File: config.mk
export PLATFORM = sky130hd
export DESIGN_NAME = evt_msg_ser
export DESIGN_NICKNAME = d
export VERILOG_FILES = /design/src/rtl/evt_msg_pkg.sv /design/src/rtl/evt_msg_rstsync.sv /design/src/rtl/evt_msg_frame.sv /design/src/rtl/evt_msg_prescale.sv /design/src/rtl/evt_msg_seq.sv /design/src/rtl/evt_msg_enc.sv /design/src/rtl/evt_msg_ser.sv
export SDC_FILE = /design/constraint.sdc
export NUM_CORES = 1
export LEC_CHECK = 0
export ABC_AREA = 1
export CAP_MARGIN = 20
export CORE_ASPECT_RATIO = 0.8
export CORE_MARGIN = 2
export CORE_UTILIZATION = 40
export CTS_CLUSTER_DIAMETER = 100
export DETAILED_ROUTE_END_ITERATION = 8
export DONT_BUFFER_PORTS = 1
export PLACE_DENSITY = 0.64
export SLEW_MARGIN = 30
export SYNTH_ARGS = -nofsm -noshare
export SYNTH_HDL_FRONTEND = slang
export SYNTH_SLANG_ARGS = --single-unit
File: constraint.sdc
create_clock -name clk -period 2.1 [get_ports clk]
set_input_delay 0.21 -clock clk [delete_from_list [all_inputs] [get_ports clk]]
set_output_delay 0.21 -clock clk [all_outputs]
set_load 0.03 [all_outputs]
File: src/rtl/evt_msg_pkg.sv
package evt_msg_pkg;
  localparam int unsigned FRAME_BITS = 10;
  localparam int unsigned PH_ONE_W   = 3;
  localparam int unsigned PH_TWO_W   = 2;
  localparam int unsigned BIT_W      = $clog2(FRAME_BITS);

  typedef enum logic {
    LINK_ONE_WIRE = 1'b0,
    LINK_TWO_WIRE = 1'b1
  } link_e;

  typedef enum logic {
    MSG_EVENT = 1'b0,
    MSG_LEARN = 1'b1
  } msg_e;

  typedef struct packed {
    logic [3:0] func;
    logic       vlow;
    logic       rpt;
    logic [1:0] txcnt;
    logic       lrn_ok;
    logic       lrn_ovw;
  } fields_t;

  typedef logic [FRAME_BITS-1:0] frame_t;
endpackage

File: src/rtl/evt_msg_rstsync.sv
module evt_msg_rstsync #(
  parameter int unsigned STAGES = 2
) (
  input  logic clk,
  input  logic arst_n,
  output logic rst_n_o
);
  logic [STAGES-1:0] sh_q;

  always_ff @(posedge clk or negedge arst_n) begin
    if (!arst_n) sh_q <= '0;
    else         sh_q <= {sh_q[STAGES-2:0], 1'b1};
  end

  assign rst_n_o = sh_q[STAGES-1];
endmodule

File: src/rtl/evt_msg_frame.sv
module evt_msg_frame
  import evt_msg_pkg::*;
(
  input  msg_e    kind_i,
  input  fields_t fld_i,
  output frame_t  frame_o
);
  logic [3:0] body_hi;
  logic [1:0] body_mid;

  always_comb begin
    if (kind_i == MSG_LEARN) begin
      body_hi  = 4'b0000;
      body_mid = {fld_i.lrn_ok, fld_i.lrn_ovw};
    end else begin
      body_hi  = fld_i.func;
      body_mid = {fld_i.vlow, fld_i.rpt};
    end
    frame_o = {1'b1, body_hi, body_mid, fld_i.txcnt, 1'b1};
  end
endmodule

File: src/rtl/evt_msg_prescale.sv
module evt_msg_prescale #(
  parameter int unsigned UNIT_CYC = 40000
) (
  input  logic clk,
  input  logic rst_n,
  input  logic run_i,
  input  logic clr_i,
  output logic tick_o
);
  localparam int unsigned CW = (UNIT_CYC > 1) ? $clog2(UNIT_CYC) : 1;
  localparam logic [CW-1:0] LAST = CW'(UNIT_CYC - 1);

  logic [CW-1:0] cnt_q, cnt_d;
  logic          cnt_en;

  assign tick_o = run_i && (cnt_q == LAST);

  always_comb begin
    cnt_en = clr_i || run_i || (cnt_q != '0);
    if (clr_i || !run_i || tick_o) cnt_d = '0;
    else                           cnt_d = cnt_q + 1'b1;
  end

  always_ff @(posedge clk or negedge rst_n) begin
    if (!rst_n)      cnt_q <= '0;
    else if (cnt_en) cnt_q <= cnt_d;
  end
endmodule

File: src/rtl/evt_msg_seq.sv
module evt_msg_seq
  import evt_msg_pkg::*;
(
  input  logic       clk,
  input  logic       rst_n,
  input  logic       send_i,
  input  link_e      link_i,
  input  frame_t     frame_i,
  input  logic       tick_i,
  output logic       accept_o,
  output logic       busy_o,
  output link_e      link_o,
  output logic       bit_o,
  output logic [1:0] phase_o
);
  logic             busy_q, busy_d;
  link_e            link_q, link_d;
  frame_t           shreg_q, shreg_d;
  logic [BIT_W-1:0] bitcnt_q, bitcnt_d;
  logic [1:0]       phase_q, phase_d;
  logic             last_phase, last_bit, st_en;

  assign accept_o   = send_i && !busy_q;
  assign last_phase = (link_q == LINK_TWO_WIRE) ? (phase_q == 2'(PH_TWO_W - 1))
                                                : (phase_q == 2'(PH_ONE_W - 1));
  assign last_bit   = (bitcnt_q == BIT_W'(FRAME_BITS - 1));
  assign st_en      = accept_o || (busy_q && tick_i);

  always_comb begin
    busy_d   = busy_q;
    link_d   = link_q;
    shreg_d  = shreg_q;
    bitcnt_d = bitcnt_q;
    phase_d  = phase_q;
    if (accept_o) begin
      busy_d   = 1'b1;
      link_d   = link_i;
      shreg_d  = frame_i;
      bitcnt_d = '0;
      phase_d  = '0;
    end else if (last_phase) begin
      phase_d = '0;
      if (last_bit) begin
        busy_d = 1'b0;
      end else begin
        bitcnt_d = bitcnt_q + 1'b1;
        shreg_d  = {shreg_q[FRAME_BITS-2:0], 1'b0};
      end
    end else begin
      phase_d = phase_q + 1'b1;
    end
  end

  always_ff @(posedge clk or negedge rst_n) begin
    if (!rst_n) begin
      busy_q   <= 1'b0;
      link_q   <= LINK_ONE_WIRE;
      shreg_q  <= '0;
      bitcnt_q <= '0;
      phase_q  <= '0;
    end else if (st_en) begin
      busy_q   <= busy_d;
      link_q   <= link_d;
      shreg_q  <= shreg_d;
      bitcnt_q <= bitcnt_d;
      phase_q  <= phase_d;
    end
  end

  assign busy_o  = busy_q;
  assign link_o  = link_q;
  assign bit_o   = shreg_q[FRAME_BITS-1];
  assign phase_o = phase_q;
endmodule

File: src/rtl/evt_msg_enc.sv
module evt_msg_enc
  import evt_msg_pkg::*;
(
  input  logic       busy_i,
  input  link_e      link_i,
  input  logic       bit_i,
  input  logic [1:0] phase_i,
  output logic       data_o,
  output logic       clk_o
);
  logic pwm_level;

  // single wire: unit 0 always high, unit 1 high only for a zero, unit 2 low
  assign pwm_level = (phase_i == 2'd0) || ((phase_i == 2'd1) && !bit_i);

  always_comb begin
    data_o = 1'b0;
    clk_o  = 1'b0;
    if (busy_i) begin
      if (link_i == LINK_TWO_WIRE) begin
        data_o = bit_i;
        clk_o  = (phase_i == 2'd0);
      end else begin
        data_o = pwm_level;
      end
    end
  end
endmodule

File: src/rtl/evt_msg_ser.sv
module evt_msg_ser
  import evt_msg_pkg::*;
#(
  parameter int unsigned UNIT_CYC    = 40000,
  parameter int unsigned SYNC_STAGES = 2
) (
  input  logic       clk,
  input  logic       rst_n,
  input  logic       send_i,
  input  logic       kind_i,
  input  logic       two_wire_i,
  input  logic [3:0] func_i,
  input  logic       vlow_i,
  input  logic       rpt_i,
  input  logic [1:0] txcnt_i,
  input  logic       lrn_ok_i,
  input  logic       lrn_ovw_i,
  output logic       data_o,
  output logic       clk_o,
  output logic       busy_o
);
  logic       rst_sync_n;
  fields_t    fld;
  frame_t     frame;
  logic       tick, accept, cur_bit;
  logic [1:0] phase;
  link_e      link_q;

  evt_msg_rstsync #(.STAGES(SYNC_STAGES)) u_rst (
    .clk(clk), .arst_n(rst_n), .rst_n_o(rst_sync_n)
  );

  assign fld = '{func: func_i, vlow: vlow_i, rpt: rpt_i, txcnt: txcnt_i,
                 lrn_ok: lrn_ok_i, lrn_ovw: lrn_ovw_i};

  evt_msg_frame u_frame (
    .kind_i(msg_e'(kind_i)), .fld_i(fld), .frame_o(frame)
  );

  evt_msg_prescale #(.UNIT_CYC(UNIT_CYC)) u_pre (
    .clk(clk), .rst_n(rst_sync_n), .run_i(busy_o), .clr_i(accept), .tick_o(tick)
  );

  evt_msg_seq u_seq (
    .clk(clk), .rst_n(rst_sync_n), .send_i(send_i),
    .link_i(link_e'(two_wire_i)), .frame_i(frame), .tick_i(tick),
    .accept_o(accept), .busy_o(busy_o), .link_o(link_q),
    .bit_o(cur_bit), .phase_o(phase)
  );

  evt_msg_enc u_enc (
    .busy_i(busy_o), .link_i(link_q), .bit_i(cur_bit), .phase_i(phase),
    .data_o(data_o), .clk_o(clk_o)
  );
endmodule

# Word-level counts from Yosys, hierarchy flattened
# Index checks and enable logic that the tools add are counted.
dict set report totals {
  register_bits 36
}
dict set report classes {
  addsub 3
  eq_ne 5
  mux 19
  n_reduce_logical 19
}
# operator count
set op_table {}
lappend op_table {{10-bit 2-to-1 mux} 3}
lappend op_table {{16-bit by 1-bit adder with 16-bit output, second input constant} 1}
lappend op_table {{16-bit equality test, second input constant} 1}
lappend op_table {{16-bit 2-to-1 mux} 1}
lappend op_table {{4-bit 2-to-1 mux} 4}
lappend op_table {{16-bit nonzero test} 1}
lappend op_table {{1-bit 2-to-1 mux} 8}
lappend op_table {{1-bit logical OR} 6}
lappend op_table {{2-bit 2-to-1 mux} 3}
lappend op_table {{3-bit AND reduction} 2}
lappend op_table {{4-bit by 1-bit adder with 4-bit output, second input constant} 1}
lappend op_table {{4-bit equality test, second input constant} 1}
lappend op_table {{1-bit logical AND} 4}
lappend op_table {{2-bit nonzero test} 2}
lappend op_table {{2-bit by 1-bit adder with 2-bit output, second input constant} 1}
lappend op_table {{2-bit by 1-bit equality test with 1-bit output, second input constant} 1}
lappend op_table {{2-bit equality test, second input constant} 1}
lappend op_table {{1-bit zero test} 2}
lappend op_table {{2-bit zero test} 1}
lappend op_table {{2-bit inequality test, second input constant} 1}
lappend op_table {{2-bit AND reduction} 1}

# Depth between registers and ports, before layout
# Gate-level depths: netlist (run 1).
dict set report logic_depth {
  depth_word 5
  depth_mapped 11
}

# Modules after synthesis
# A second synthesis (run 1) with hierarchy kept.
dict set report unflattened {
  cells_unflattened 308
  hier_area_um2 2242.2
}
# mod n_inst cells_each area_each_um2 seq_area_each_um2
set by_module_without_submodules {}
lappend by_module_without_submodules {evt_msg_seq 1 142 1031.0 450.4}
lappend by_module_without_submodules {evt_msg_prescale 1 133 1018.5 400.4}
lappend by_module_without_submodules {evt_msg_frame 1 20 90.1 0.0}
lappend by_module_without_submodules {evt_msg_rstsync 1 3 53.8 50.0}
lappend by_module_without_submodules {evt_msg_enc 1 10 48.8 0.0}

# Worst setup path before layout (run 1)
# No wires, ideal clock.
dict set report synth_path {
  path_type {register to output}
  startpoint {register u_seq.busy_q, in the netlist u_seq.busy_o}
  endpoint {output port clk_o}
  arrival_time_ns 1.439
  t_required_ns 1.890
  slack_ns 0.451
  stages_incl_launch_ff 4
  path_buffers 1
  cell_sequence {dfrtp_1 buf_4 inv_1 nor3_1}
}
dict set report synth_via {
  elab_chain_cells 1
}
# item line
set synth_lines {}
lappend synth_lines {{start: declaration} evt_msg_seq.sv:16} ;# logic busy_q, busy_d;
lappend synth_lines {{start signal: assignment} evt_msg_seq.sv:62} ;# busy_q <= busy_d;
lappend synth_lines {{1-bit 2-to-1 mux} evt_msg_enc.sv:19} ;# if (busy_i) begin
lappend synth_lines {{end: declaration} evt_msg_ser.sv:19} ;# output logic clk_o,
# Every way passes these cells.

# Final worst setup path (run 1)
dict set report layout_path {
  startpoint {register u_seq.busy_q, in the netlist u_seq.busy_o}
  endpoint {register u_seq.shreg_q[0]}
}
dict set report layout_via {
  elab_chain_cells 4
  word_cells_on_any_way 9
  cone_classes {1 x eq/ne; 1 x mux; 7 x reduce/logical}
}
# item line
set layout_lines {}
lappend layout_lines {{1-bit zero test / 1-bit logical AND (equally long branches)} {evt_msg_seq.sv:23, evt_msg_prescale.sv:16}}
lappend layout_lines {{1-bit logical AND, on equally long branches} {evt_msg_seq.sv:23, evt_msg_seq.sv:27}}
lappend layout_lines {{2-bit inequality test (no line) (tied with other cells)} --}
lappend layout_lines {{3-bit AND reduction (no line)} --}
lappend layout_lines {{end signal: assignment} evt_msg_seq.sv:64} ;# shreg_q <= shreg_d;
lappend layout_lines {{end: declaration} evt_msg_seq.sv:18} ;# frame_t shreg_q, shreg_d;
# Parallel ways exist; a longest one is shown, timed or not.
# A chain may end at the register's enable or synchronous reset.

==> summary.md, run 1 <==
| Metric | Value |
|---|---|
| Reg-to-Reg Start | u_seq.busy_o |
| Critical Path Sink Type | flop |
| Peak ir drop on the vdd network | between 300 and 400 uV |
| Antenna violations before repair | 0 |
| Overall power | 1381 uW |
| Clk Latency, worst-skew pair | 0.28 ns |
| Startpoint type of the worst setup path | flop |
| Clock Power Share | approximately 44% |
| Post-synthesis instance total | 274 |
| Clock tree from TritonCTS | done |
| Die boundary height | roughly 69 um |
| Max Root-Sink Buffers | 2 |
| Data required time at the worst endpoint | 2.27 ns |
| Global Route Usage Sum | 15.13% |
| Sequential share of power | a little over half |
| Largest net degree at the start of global routing | 35 |
| Worst r2r path cells | 8 |
| Reg clk slew, reported paths | 0.08 ns |
| Number of warnings reported in the yosys synthesis log | 0 |
| Number of global-route vias before repair | 1,498 |
| Count of distinct cell types in the synthesized netlist | 28 |
| PwrDens | 613.0 nW/um^2 |
| # H-tree levels | 2 |
| Leftover overflow at the end of global routing | 0 |
| Count of pins over their slew limit | 0 |
| Cell area after synthesis | 2083 um^2 |
| #FFs+latches synth | 36 |
| Boundary Pins | 18 |
| Filler cell count in the final layout | just over 500 |
| Layout cell share with drive strength beyond 1 | between 8 and 9% |
| Utilization after layout | a little under half |
| Cts repair resizes | 0 |
| Via count | approximately 1,700 |
| Setup_tns | 0 ns |
| Clock net sink count | 36 |
| Count of final hold-check violations | 0 |
| Final net count | roughly 300 |
| Standard-cell row count | 23 |
| Number of buffers inserted during clock tree synthesis | 5 |
| Area share of the largest cell type after synthesis | ~43% |
| Synthesized area per cell | 7.603 um^2 |
| Final setup skew | approximately 0.0073 ns |
| Antenna fix cells | 0 |
| Critical path class | flop to flop |
| Vias per cell | 4.974 |
| Final wirelength | 4.020 mm |
| Worst EP arrival | 1.83 ns |
| Number of maximum-capacitance violations | 0 |
| Cell at the root of the clock tree | sky130_fd_sc_hd__clkbuf_8 |
| Final weighted congestion in routability-driven placement | approximately 0.82 |
| Effective utilization at floorplan | 41.60% |
| Top fanout value on the critical path | 16 |
| Count of hold buffers inserted by post-cts repair | 1 |
| Highest clock rate | 0.6012 GHz |
| Routed Antenna Nets | 0 |
| Pre-antenna DRT Iters | 4 |
| Switch Pwr | 300.2 uW |
| Final setup violating endpoints | 0 |
| HPWL reported at the end of detailed placement | between 2 and 3 mm |
| Relative contribution of combinational cells to total power | 4.3% |
| Net Sw Frac | 21.74% |
| Die X-Extent | around 85 um |
| Top cell type by total area after synthesis | sky130_fd_sc_hd__dfrtp_1 |
| Worst hold stages | 2 |
| Launch instance of the worst min-delay path | two_wire_i |
| Period utilisation layout | 79.21% |
| Synthesized net count | roughly 300 |
| Layout area overhead | 8.168% |
| Unrepaired setup endpoints after global routing | false |
| Worst setup path startpoint | u_seq.busy_o |
| Pint | 1081 uW |
| Std-Cell Core Area | between 5000 and 6000 um^2 |
| # DRC | 0 |
| Leakage power | roughly 0.0012 uW |
| Die outline area | 5805 um^2 |
| Result of the run | complete, no violations |
| Post-layout minimum cycle time | 1.663 ns |
| Count of buffers inserted at the top-level ports | 0 |
| Biggest area contributors in the synthesized netlist | sky130_fd_sc_hd__dfrtp_1, sky130_fd_sc_hd__nand2_1, sky130_fd_sc_hd__nand3_1 |
| Global-route wire length before repair | 6.962 mm |
| Average wire per cell in the routed design | between 10 and 15 um |
| Drt first-iter violations | 70 |
| Post-CTS setup buffer count | 0 |
| Worst hold path class | input pin to flop |
| Sequential area share after synthesis | 43.24% |
## Yosys cell counts (all sizes together)
library cell  number
nor2              40
nand3             36
a31oi              1
nand4              2
nand2             84
o21ai             11
a21oi              2
buf                7
xor2               4
dfrtp             36
nor3              11
conb               1
o21bai             2
or2                1
ha                 7
inv               28
a21o               1
## final timing paths
| kind | end | slack, ns |
|---|---|---|
| min reg2reg | u_seq.shreg_q[0] | 0.28 |
| max reg2reg | u_seq.shreg_q[0] | 0.44 |
| min in group asynchronous | u_rst.sh_q[1] | 0.15 |
| min | u_seq.link_o | 0.05 |
| max in group asynchronous | u_pre.cnt_q[7] | 1.49 |
| max | u_seq.shreg_q[0] | 0.44 |
## per-stage QoR
stage / setup slack, ns / cells / hold WS, ns / area [um^2]
floorplan: 0.4510 / 274 / -0.08559 / 2083
CTS: 0.4313 / 342 / 0.04401 / 2253
global route: 0.3019 / 342 / 0.07512 / 2253
detailed placement: 0.4438 / 333 / -0.08552 / 2136
finish: 0.4365 / 342 / 0.05227 / 2253
global placement: 0.4693 / 333 / -0.08553 / 2136
## cells by family after synthesis
| group | synth area share, % |
|---|---|
| simple gates | 38.50 |
| compound gates | 4.505 |
| xor+xnor | 1.682 |
| other cells | 0.1800 |
| buf+inv | 7.688 |
| fa+ha+maj | 4.204 |
| flops | 43.24 |
## placed cells by master (no fill, tap or decap), types with 2 or more instances in the layout
master,netlist,final
sky130_fd_sc_hd__nand4_1,2,2
sky130_fd_sc_hd__dfrtp_1,36,36
sky130_fd_sc_hd__nand2_1,80,80
sky130_fd_sc_hd__nand3_2,2,2
sky130_fd_sc_hd__xor2_1,4,4
sky130_fd_sc_hd__inv_1,25,25
sky130_fd_sc_hd__ha_1,7,7
sky130_fd_sc_hd__nor3_1,11,11
sky130_fd_sc_hd__buf_4,3,4
sky130_fd_sc_hd__o21bai_1,2,2
sky130_fd_sc_hd__inv_2,3,3
sky130_fd_sc_hd__nand3_1,33,33
sky130_fd_sc_hd__clkbuf_8,0,5
sky130_fd_sc_hd__nand2_2,2,2
sky130_fd_sc_hd__nor2_4,2,2
sky130_fd_sc_hd__nor2_1,37,37
sky130_fd_sc_hd__a21oi_1,2,2
sky130_fd_sc_hd__o21ai_0,10,10
## layout make-up
type	count	area, um^2	area share, %
Multi-Input combinational cell	203	1022	45.36
Sequential cell	36	900.9	39.98
Inverter	28	105.1	4.664
Tap cell	62	77.57	3.443
Clock buffer	6	72.57	3.220
Timing Repair Buffer	5	40.04	1.777
Clock inverter	2	35.03	1.555
## sequential cells by signal, indices dropped and copies added, names as in the netlist
name	cells
u_pre.cnt_q	16
u_rst.sh_q	2
u_seq.bitcnt_q	4
u_seq.busy_o	1
u_seq.link_o	1
u_seq.phase_o	2
u_seq.shreg_q	10
## critical path: stages, from the launching register on
cell and delay [ns]:
sky130_fd_sc_hd__dfrtp_1 0.44, sky130_fd_sc_hd__nor2_8 0.24, sky130_fd_sc_hd__inv_2 0.18, sky130_fd_sc_hd__nand3_2 0.12
sky130_fd_sc_hd__nand2_1 0.06, sky130_fd_sc_hd__inv_2 0.20, sky130_fd_sc_hd__nand2_4 0.16, sky130_fd_sc_hd__nand2_1 0.09
sky130_fd_sc_hd__nand2_1 0.05
## power groups by stage
| stage | combinational (uW) | sequential, uW | clock, uW |
|---|---|---|---|
| final | 59.8 | 718 | 603 |
| after global routing | 70.5 | 720 | 653 |
| after CTS | 61.3 | 718 | 620 |
| after detailed placement | 59.5 | 732 | 0 |
| after global placement | 58.4 | 732 | 0 |
| after floorplan | 35.8 | 738 | 0 |
## routing by layer
| metal | share of wire, % | vias to the layer above | track usage, % |
|---|---|---|---|
| met5 | 0 | - | 0 |
| met4 | 0.67 | 0 | 4.167 |
| met3 | 4.3 | 2 | 4.524 |
| met2 | 40 | 29 | 21.16 |
| met1 | 55 | 795 | 22.59 |
| li1 | - | 875 | - |
Note: power is estimated with default switching activity, not from simulation.
==> run 2, diff against run 1 <==
clock period = 1.69 ns   (was 2.1 ns; I/O delays follow)
==> run 2 against run 1 <==
  * Non-clock buffer count up 7
  * Via count up 0.29%
  * Combinational power up 25%
  * Sequential share of layout area down 0.41 points
  * Clock skew up 0.0045 ns
  * Highest routed layer unchanged
  * Total power up 12%
  * Critical path type is now flop to output port
  * Clock-buffer cell count unchanged
==> summary.md, run 2 (synthesized netlist as in run 1, its figures left out) <==
| Metric | Value |
|---|---|
| Result of the run | complete, no violations |
| Critical Path Sink Type | output port |
| Critical path class | flop to output port |
| Routed Antenna Nets | 0 (unchanged) |
| Launch instance of the worst min-delay path | two_wire_i |
| Final setup skew | 0.01180 ns (+0.004451 ns) |
| Final net count | 308 (+2.3%) |
| Clock net sink count | 36 (unchanged) |
| Post-layout minimum cycle time | 1.584 ns |
| Antenna violations before repair | 0 (unchanged) |
| Relative contribution of combinational cells to total power | 4.8% (+0.5 points) |
| Leftover overflow at the end of global routing | 0 (unchanged) |
| PwrDens | 680.7 nW/um^2 (+11%) |
| Cell at the root of the clock tree | sky130_fd_sc_hd__clkbuf_8 |
| Leakage power | 0.001179 uW (+1.7%) |
| Worst setup path startpoint | u_seq.busy_o |
| Peak ir drop on the vdd network | 288.6 uV (-28%) |
| Pint | 1186 uW (+9.7%) |
| Number of global-route vias before repair | 1,422 (-5.1%) |
| Final wirelength | 4.125 mm (+2.6%) |
| Effective utilization at floorplan | 41.60% (unchanged) |
| Register ranked first by flip-flop count | u_pre.cnt_q |
| Worst EP arrival | 1.42 ns (-0.41 ns) |
| Met2 routing resource usage after global routing | 19.78% (-1.4 points) |
| Largest registers ranked by flip-flop count | u_pre.cnt_q: 16 flops, u_seq.shreg_q: 10 flops, u_seq.bitcnt_q: 4 flops |
| Drt first-iter violations | 134 (+91%) |
| Number of buffers inserted during clock tree synthesis | 5 (unchanged) |
| Met3 track utilization from global routing | 3.929% (-0.60 points) |
| Clock tree from TritonCTS | done |
| Global Route Usage Sum | 15.05% (-0.076 points) |
| Highest clock rate | 0.6311 GHz |
| Pre-antenna DRT Iters | 4 (unchanged) |
| Switch Pwr | 365.6 uW (+22%) |
| Setup_tns | 0 ns (unchanged) |
| # DRC | 0 (unchanged) |
| Average wire per cell in the routed design | 11.85 um (+0.84%) |
| Flip-flop count of the largest register, all copies and words added | 16 (unchanged) |
| Reg-to-Reg Start | u_pre.cnt_q[0] |
| Die outline area | 5805 um^2 (unchanged) |
| Unrepaired setup endpoints after global routing | false |
| Standard-cell row count | 23 (unchanged) |
| Clk Latency, worst-skew pair | 0.29 ns (about the same) |
| Filler cell count in the final layout | 495 (-4.6%) |
| # H-tree levels | 2 (unchanged) |
| Via count | 1,706 (+0.29%) |
| Count of final hold-check violations | 0 (unchanged) |
| Number of maximum-capacitance violations | 0 (unchanged) |
| Most common library cell in the layout ignoring fill and taps | sky130_fd_sc_hd__nand2_1 |
| Die boundary height | 68.55 um (unchanged) |
| Boundary Pins | 18 (unchanged) |
| Overall power | 1552 uW (+12%) |
| Count of pins over their slew limit | 0 (unchanged) |
| Vias per cell | 4.902 (-1.4%) |
| Final weighted congestion in routability-driven placement | 0.8279 (+0.98%) |
| Net Sw Frac | 23.56% (+1.8 points) |
| Global-route track usage on met1 | 22.41% (-0.18 points) |
| Std-Cell Core Area | 5007 um^2 (unchanged) |
| Final setup violating endpoints | 0 (unchanged) |
| Sequential share of power | 57.5% (+5.5 points) |
| Reg clk slew, reported paths | 0.07 ns (about the same) |
| Period utilisation layout | about 94% |
| Top fanout value on the critical path | 5 (-11) |
| Largest net degree at the start of global routing | 35 (unchanged) |
| Commonest non-fill, non-tap cells in the layout | sky130_fd_sc_hd__nand2_1, sky130_fd_sc_hd__nor2_1, sky130_fd_sc_hd__dfrtp_1, sky130_fd_sc_hd__nand3_1, sky130_fd_sc_hd__inv_1 |
| Startpoint type of the worst setup path | flop |
| Count of buffers inserted at the top-level ports | 0 (unchanged) |
| Data required time at the worst endpoint | 1.52 ns (-0.75 ns) |
| Peak-usage layer in the global routing report | met1 |
| Slack of the critical path | 0.1056 ns (-0.3310 ns) |
| Layout area overhead | 9.430% |
| Max Root-Sink Buffers | 2 (unchanged) |
| Die X-Extent | 84.69 um (unchanged) |
| Clock Power Share | 37.6% (-6.1 points) |
| Worst hold path class | input pin to flop |
| Setup WS pre-CTS | 0.1134 ns (-0.3303 ns) |
| Layout cell share with drive strength beyond 1 | 11.54% (+2.6 points) |
| Antenna fix cells | 0 (unchanged) |
| Global-route wire length before repair | 6.672 mm (-4.2%) |
| HPWL reported at the end of detailed placement | 2.888 mm (-0.20%) |
run 2: changes by cell type in the layout (fill, tap and decap cells not counted):
cell	before	now
sky130_fd_sc_hd__buf_4	4	11
sky130_fd_sc_hd__bufinv_16	1	0
sky130_fd_sc_hd__dfrtp_1	36	35
sky130_fd_sc_hd__dfrtp_2	0	1
sky130_fd_sc_hd__ha_1	7	6
sky130_fd_sc_hd__ha_2	0	1
run 2: timing repair:
action / 4_1_cts / 5_1_grt
endpoints found under the hold margin: 2 / 0
gates resized for setup: 0 / 2
setup buffers: 0 / 4
setup endpoints to repair: 0 / 16
hold buffers: 1 / 0
run 2: area by class of cell:
type	count	area, um^2	area share [%]
Timing Repair Buffer	12	92.59	4.061
Multi-Input combinational cell	203	1025	44.95
Sequential cell	36	902.1	39.57
Clock inverter	1	5.005	0.2195
Inverter	28	105.1	4.610
Clock buffer	6	72.57	3.183
Tap cell	62	77.57	3.403
run 2: layer usage:
layer  part of all wire [%]  wire length [um]
met5                      0                 0
met4                    1.9                79
met3                    4.2               175
met2                     41              1688
met1                     53              2181
run 2: power groups by stage:
stage	clock [uW]	combinational (uW)	sequential (uW)
after floorplan	0	44.5	917
after global placement	0	72.2	909
after detailed placement	0	74.2	909
after CTS	602	76.7	892
after global routing	632	88.1	894
final	584	74.8	893
run 2: worst max-delay path, cell delays in order, from the launching register on:
cell                      delay [ns]
sky130_fd_sc_hd__dfrtp_2        0.46
sky130_fd_sc_hd__buf_4          0.22
sky130_fd_sc_hd__o21ai_0        0.10
sky130_fd_sc_hd__a31oi_1        0.16
sky130_fd_sc_hd__buf_4          0.18
run 2: path summary, 6_finish.rpt:
path	to	slack [ns]	cells past startpoint
max in group asynchronous	u_seq.busy_o	1.08	1
setup / recovery	data_o	0.11	4
hold / removal	u_seq.link_o	0.01	2
min in group asynchronous	u_rst.sh_q[0]	0.11	1
setup reg to reg	u_seq.busy_o	0.14	6
hold reg to reg	u_pre.cnt_q[3]	0.27	1
run 2: metrics by stage:
| stage | hold slack [ns] | util [%] | instances | cell area [um^2] |
|---|---|---|---|---|
| final | 0.01218 | 45.53 | 348 | 2280 |
| after global routing | 0.04314 | 45.53 | 348 | 2280 |
| after CTS | 0.01570 | 44.85 | 344 | 2246 |
| after detailed placement | -0.1265 | 43.10 | 336 | 2158 |
| after global placement | -0.1265 | 43.10 | 336 | 2158 |
| after floorplan | -0.1266 | - | 274 | 2083 |
==> run 3, diff against run 2 <==
==> constraint.sdc (replaced) <==
create_clock -name clk -period 1.69 [get_ports clk]
set_input_delay 0.2535 -clock clk [delete_from_list [all_inputs] [get_ports clk]]
set_output_delay 0.2535 -clock clk [all_outputs]
set_load 0.03 [all_outputs]
==> run 3 against run 2 <==
  * Wire length is 0.87% higher
  * Flip-flop and latch count stayed put
  * Cell count is 0.57% lower
==> summary.md, run 3 (synthesized netlist as in run 1, its figures left out) <==
| Metric | Value |
|---|---|
| Final setup skew | 0.009880 ns (-0.001917 ns) |
| Multi-input logic area | 1035 um^2 (+0.98%) |
| Cell at the root of the clock tree | sky130_fd_sc_hd__clkbuf_8 |
| Count of final hold-check violations | 0 (unchanged) |
| Number of maximum-capacitance violations | 0 (unchanged) |
| Via count | 1,680 (-1.5%) |
| Placed instance count | 336 (unchanged) |
| Flip-flop count of the largest register, all copies and words added | 16 (unchanged) |
| Top fanout value on the critical path | 3 (-2) |
| Critical Path Sink Type | output port |
| Critical path class | flop to output port |
| Startpoint type of the worst setup path | flop |
| PwrDens | 664.8 nW/um^2 (-2.3%) |
| Filler cell count in the final layout | 519 (+4.8%) |
| Result of the run | complete, no violations |
| Antenna fix cells | 0 (unchanged) |
| Peak ir drop on the vdd network | 341.9 uV (+18%) |
| Drt first-iter violations | 135 (+0.75%) |
| Die X-Extent | 84.69 um (unchanged) |
| Die boundary height | 68.55 um (unchanged) |
| HPWL reported at the end of detailed placement | 2.953 mm (+2.2%) |
| Pre-antenna DRT Iters | 4 (unchanged) |
| Slack of the critical path | 0.1092 ns (+0.003592 ns) |
| Cell type group with the largest total delay on the critical path | flip-flops |
| Hold WS | 0.08750 ns (+0.07532 ns) |
| Global-route wire length before repair | 7.265 mm (+8.9%) |
| Commonest non-fill, non-tap cells in the layout | sky130_fd_sc_hd__nand2_1, sky130_fd_sc_hd__nor2_1, sky130_fd_sc_hd__dfrtp_1, sky130_fd_sc_hd__nand3_1, sky130_fd_sc_hd__inv_1 |
| Max Root-Sink Buffers | 2 (unchanged) |
| Vias per cell | 4.855 (-0.95%) |
| Count of pins over their slew limit | 0 (unchanged) |
| Slowest stage cell on the critical path | sky130_fd_sc_hd__dfrtp_1 |
| Count of buffers inserted at the top-level ports | 0 (unchanged) |
| Largest net degree at the start of global routing | 35 (unchanged) |
| # H-tree levels | 2 (unchanged) |
| Std-Cell Core Area | 5007 um^2 (unchanged) |
| Clock net sink count | 36 (unchanged) |
| Routed Antenna Nets | 0 (unchanged) |
| Global Route Usage Sum | 15.89% (+0.84 points) |
| Setup_tns | 0 ns (unchanged) |
| Period utilisation layout | 93.54% (-0.21 points) |
| Placement-stage cell area | 2163 um^2 (+0.23%) |
| Setup WS pre-CTS | 0.1117 ns (-0.001733 ns) |
| Area taken by flip-flops and latches | 902.1 um^2 (unchanged) |
| Effective utilization at floorplan | 41.60% (unchanged) |
| Layout area overhead | 10.09% |
| Reg clk slew, reported paths | 0.07 ns (about the same) |
| Most common library cell in the layout ignoring fill and taps | sky130_fd_sc_hd__nand2_1 |
| Highest clock rate | 0.6326 GHz (+0.23%) |
| Worst path cell trace | inv_1 > ha_1 > nand2_1 > a31oi_1 > buf_4 |
| Register ranked first by flip-flop count | u_pre.cnt_q |
| Final weighted congestion in routability-driven placement | 0.8059 (-2.7%) |
| Final wirelength | 4.161 mm (+0.87%) |
| Data required time at the worst endpoint | 1.44 ns (-0.08 ns) |
| Standard-cell row count | 23 (unchanged) |
| Worst reg2reg setup slack | 0.14 ns (about the same) |
| Leftover overflow at the end of global routing | 0 (unchanged) |
| Worst EP arrival | 1.33 ns (-0.09 ns) |
| Boundary Pins | 18 (unchanged) |
| Final setup violating endpoints | 0 (unchanged) |
| Clock tree from TritonCTS | done |
| Largest registers ranked by flip-flop count | u_pre.cnt_q: 16 flops, u_seq.shreg_q: 10 flops, u_seq.bitcnt_q: 4 flops |
| Post-route design area | 2293 um^2 (+0.60%) |
| Number of global-route vias before repair | 1,593 (+12%) |
| Unrepaired setup endpoints after global routing | false |
| Clk Latency, worst-skew pair | 0.29 ns (about the same) |
| Non-filler instance count after layout | 346 (-0.57%) |
| Die outline area | 5805 um^2 (unchanged) |
| Average wire per cell in the routed design | 12.03 um (+1.5%) |
| Final net count | 308 (unchanged) |
| Worst path bufs/invs | 2 (unchanged) |
| Post-layout minimum cycle time | 1.581 ns (-0.003592 ns) |
| Worst hold path class | input pin to flop |
| # DRC | 0 (unchanged) |
| Antenna violations before repair | 0 (unchanged) |
| Number of buffers inserted during clock tree synthesis | 5 (unchanged) |
| Layout cell share with drive strength beyond 1 | 11.97% (+0.43 points) |
| Delay of the slowest cell on the worst path | 0.39 ns (-0.07 ns) |
| Leakage power | 0.001175 uW (-0.37%) |
==> run 3: cell count changes in the layout (fill, tap and decap cells not counted), sizes merged <==
| cell | delta |
|---|---|
| clkbuf | -1 |
| clkinv | -1 |
==> run 3: worst reg2reg max path, cell delays in order (launching register included) <==
cell and delay, ns:
sky130_fd_sc_hd__dfrtp_1 0.39, sky130_fd_sc_hd__ha_2 0.22, sky130_fd_sc_hd__nand3_2 0.13, sky130_fd_sc_hd__nor2_4 0.17
sky130_fd_sc_hd__nand3_4 0.15, sky130_fd_sc_hd__nand2_8 0.13, sky130_fd_sc_hd__nand2_4 0.11, sky130_fd_sc_hd__nand2_1 0.09
sky130_fd_sc_hd__nand2_1 0.05
==> run 3: area by class of cell <==
| type | instances | area share, % |
|---|---|---|
| Clock buffer | 5 | 3.001 |
| Multi-Input combinational cell | 203 | 45.12 |
| Inverter | 28 | 4.583 |
| Tap cell | 62 | 3.382 |
| Timing Repair Buffer | 12 | 4.583 |
| Sequential cell | 36 | 39.33 |
==> run 3: path summary, 6_finish.rpt <==
| kind | from | to | cells past startpoint |
|---|---|---|---|
| worst min register to register | u_rst.sh_q[1] | u_pre.cnt_q[1] | 1 |
| worst min-delay path | two_wire_i | u_seq.link_o | 2 |
| worst max-delay path | u_seq.phase_o[1] | data_o | 5 |
| worst max register to register | u_pre.cnt_q[1] | u_seq.shreg_q[7] | 8 |
| max in group asynchronous | u_rst.sh_q[1] | u_seq.busy_o | 1 |
| min in group asynchronous | rst_n | u_rst.sh_q[0] | 1 |
==> run 3: power by group <==
group,switching [uW],internal [uW],leakage [uW]
clock,289,266,0.0000359
sequential,13.0,881,0.000446
combinational,49.7,26.0,0.000693
total,352,1170,0.00117
==> run 3: per-layer routing <==
layer	global-route usage [%]	vias to the layer above	part of all wire (%)	wire (um)
met4	5.952	0	0.82	34
met1	22.47	751	52	2165
li1	-	892	-	-
met2	23.92	32	42	1753
met3	3.690	5	5.0	208
met5	0	-	0	0
==> run 3: repair_timing <==
item / CTS / global route
setup endpoints to repair: 2 / 18
setup buffers: 0 / 4
pin swaps: 0 / 1
hold buffers: 1 / 0
endpoints found under the hold margin: 2 / 0
cloned: 0 / 0
resized for setup: 1 / 3
==> run 3: stage by stage <==
stage	utilization, %	total power, uW
finish	45.80	1525
global route	45.80	1591
CTS	44.80	1541
detailed placement	43.20	985.1
global placement	43.20	983.0
floorplan	-	962.6
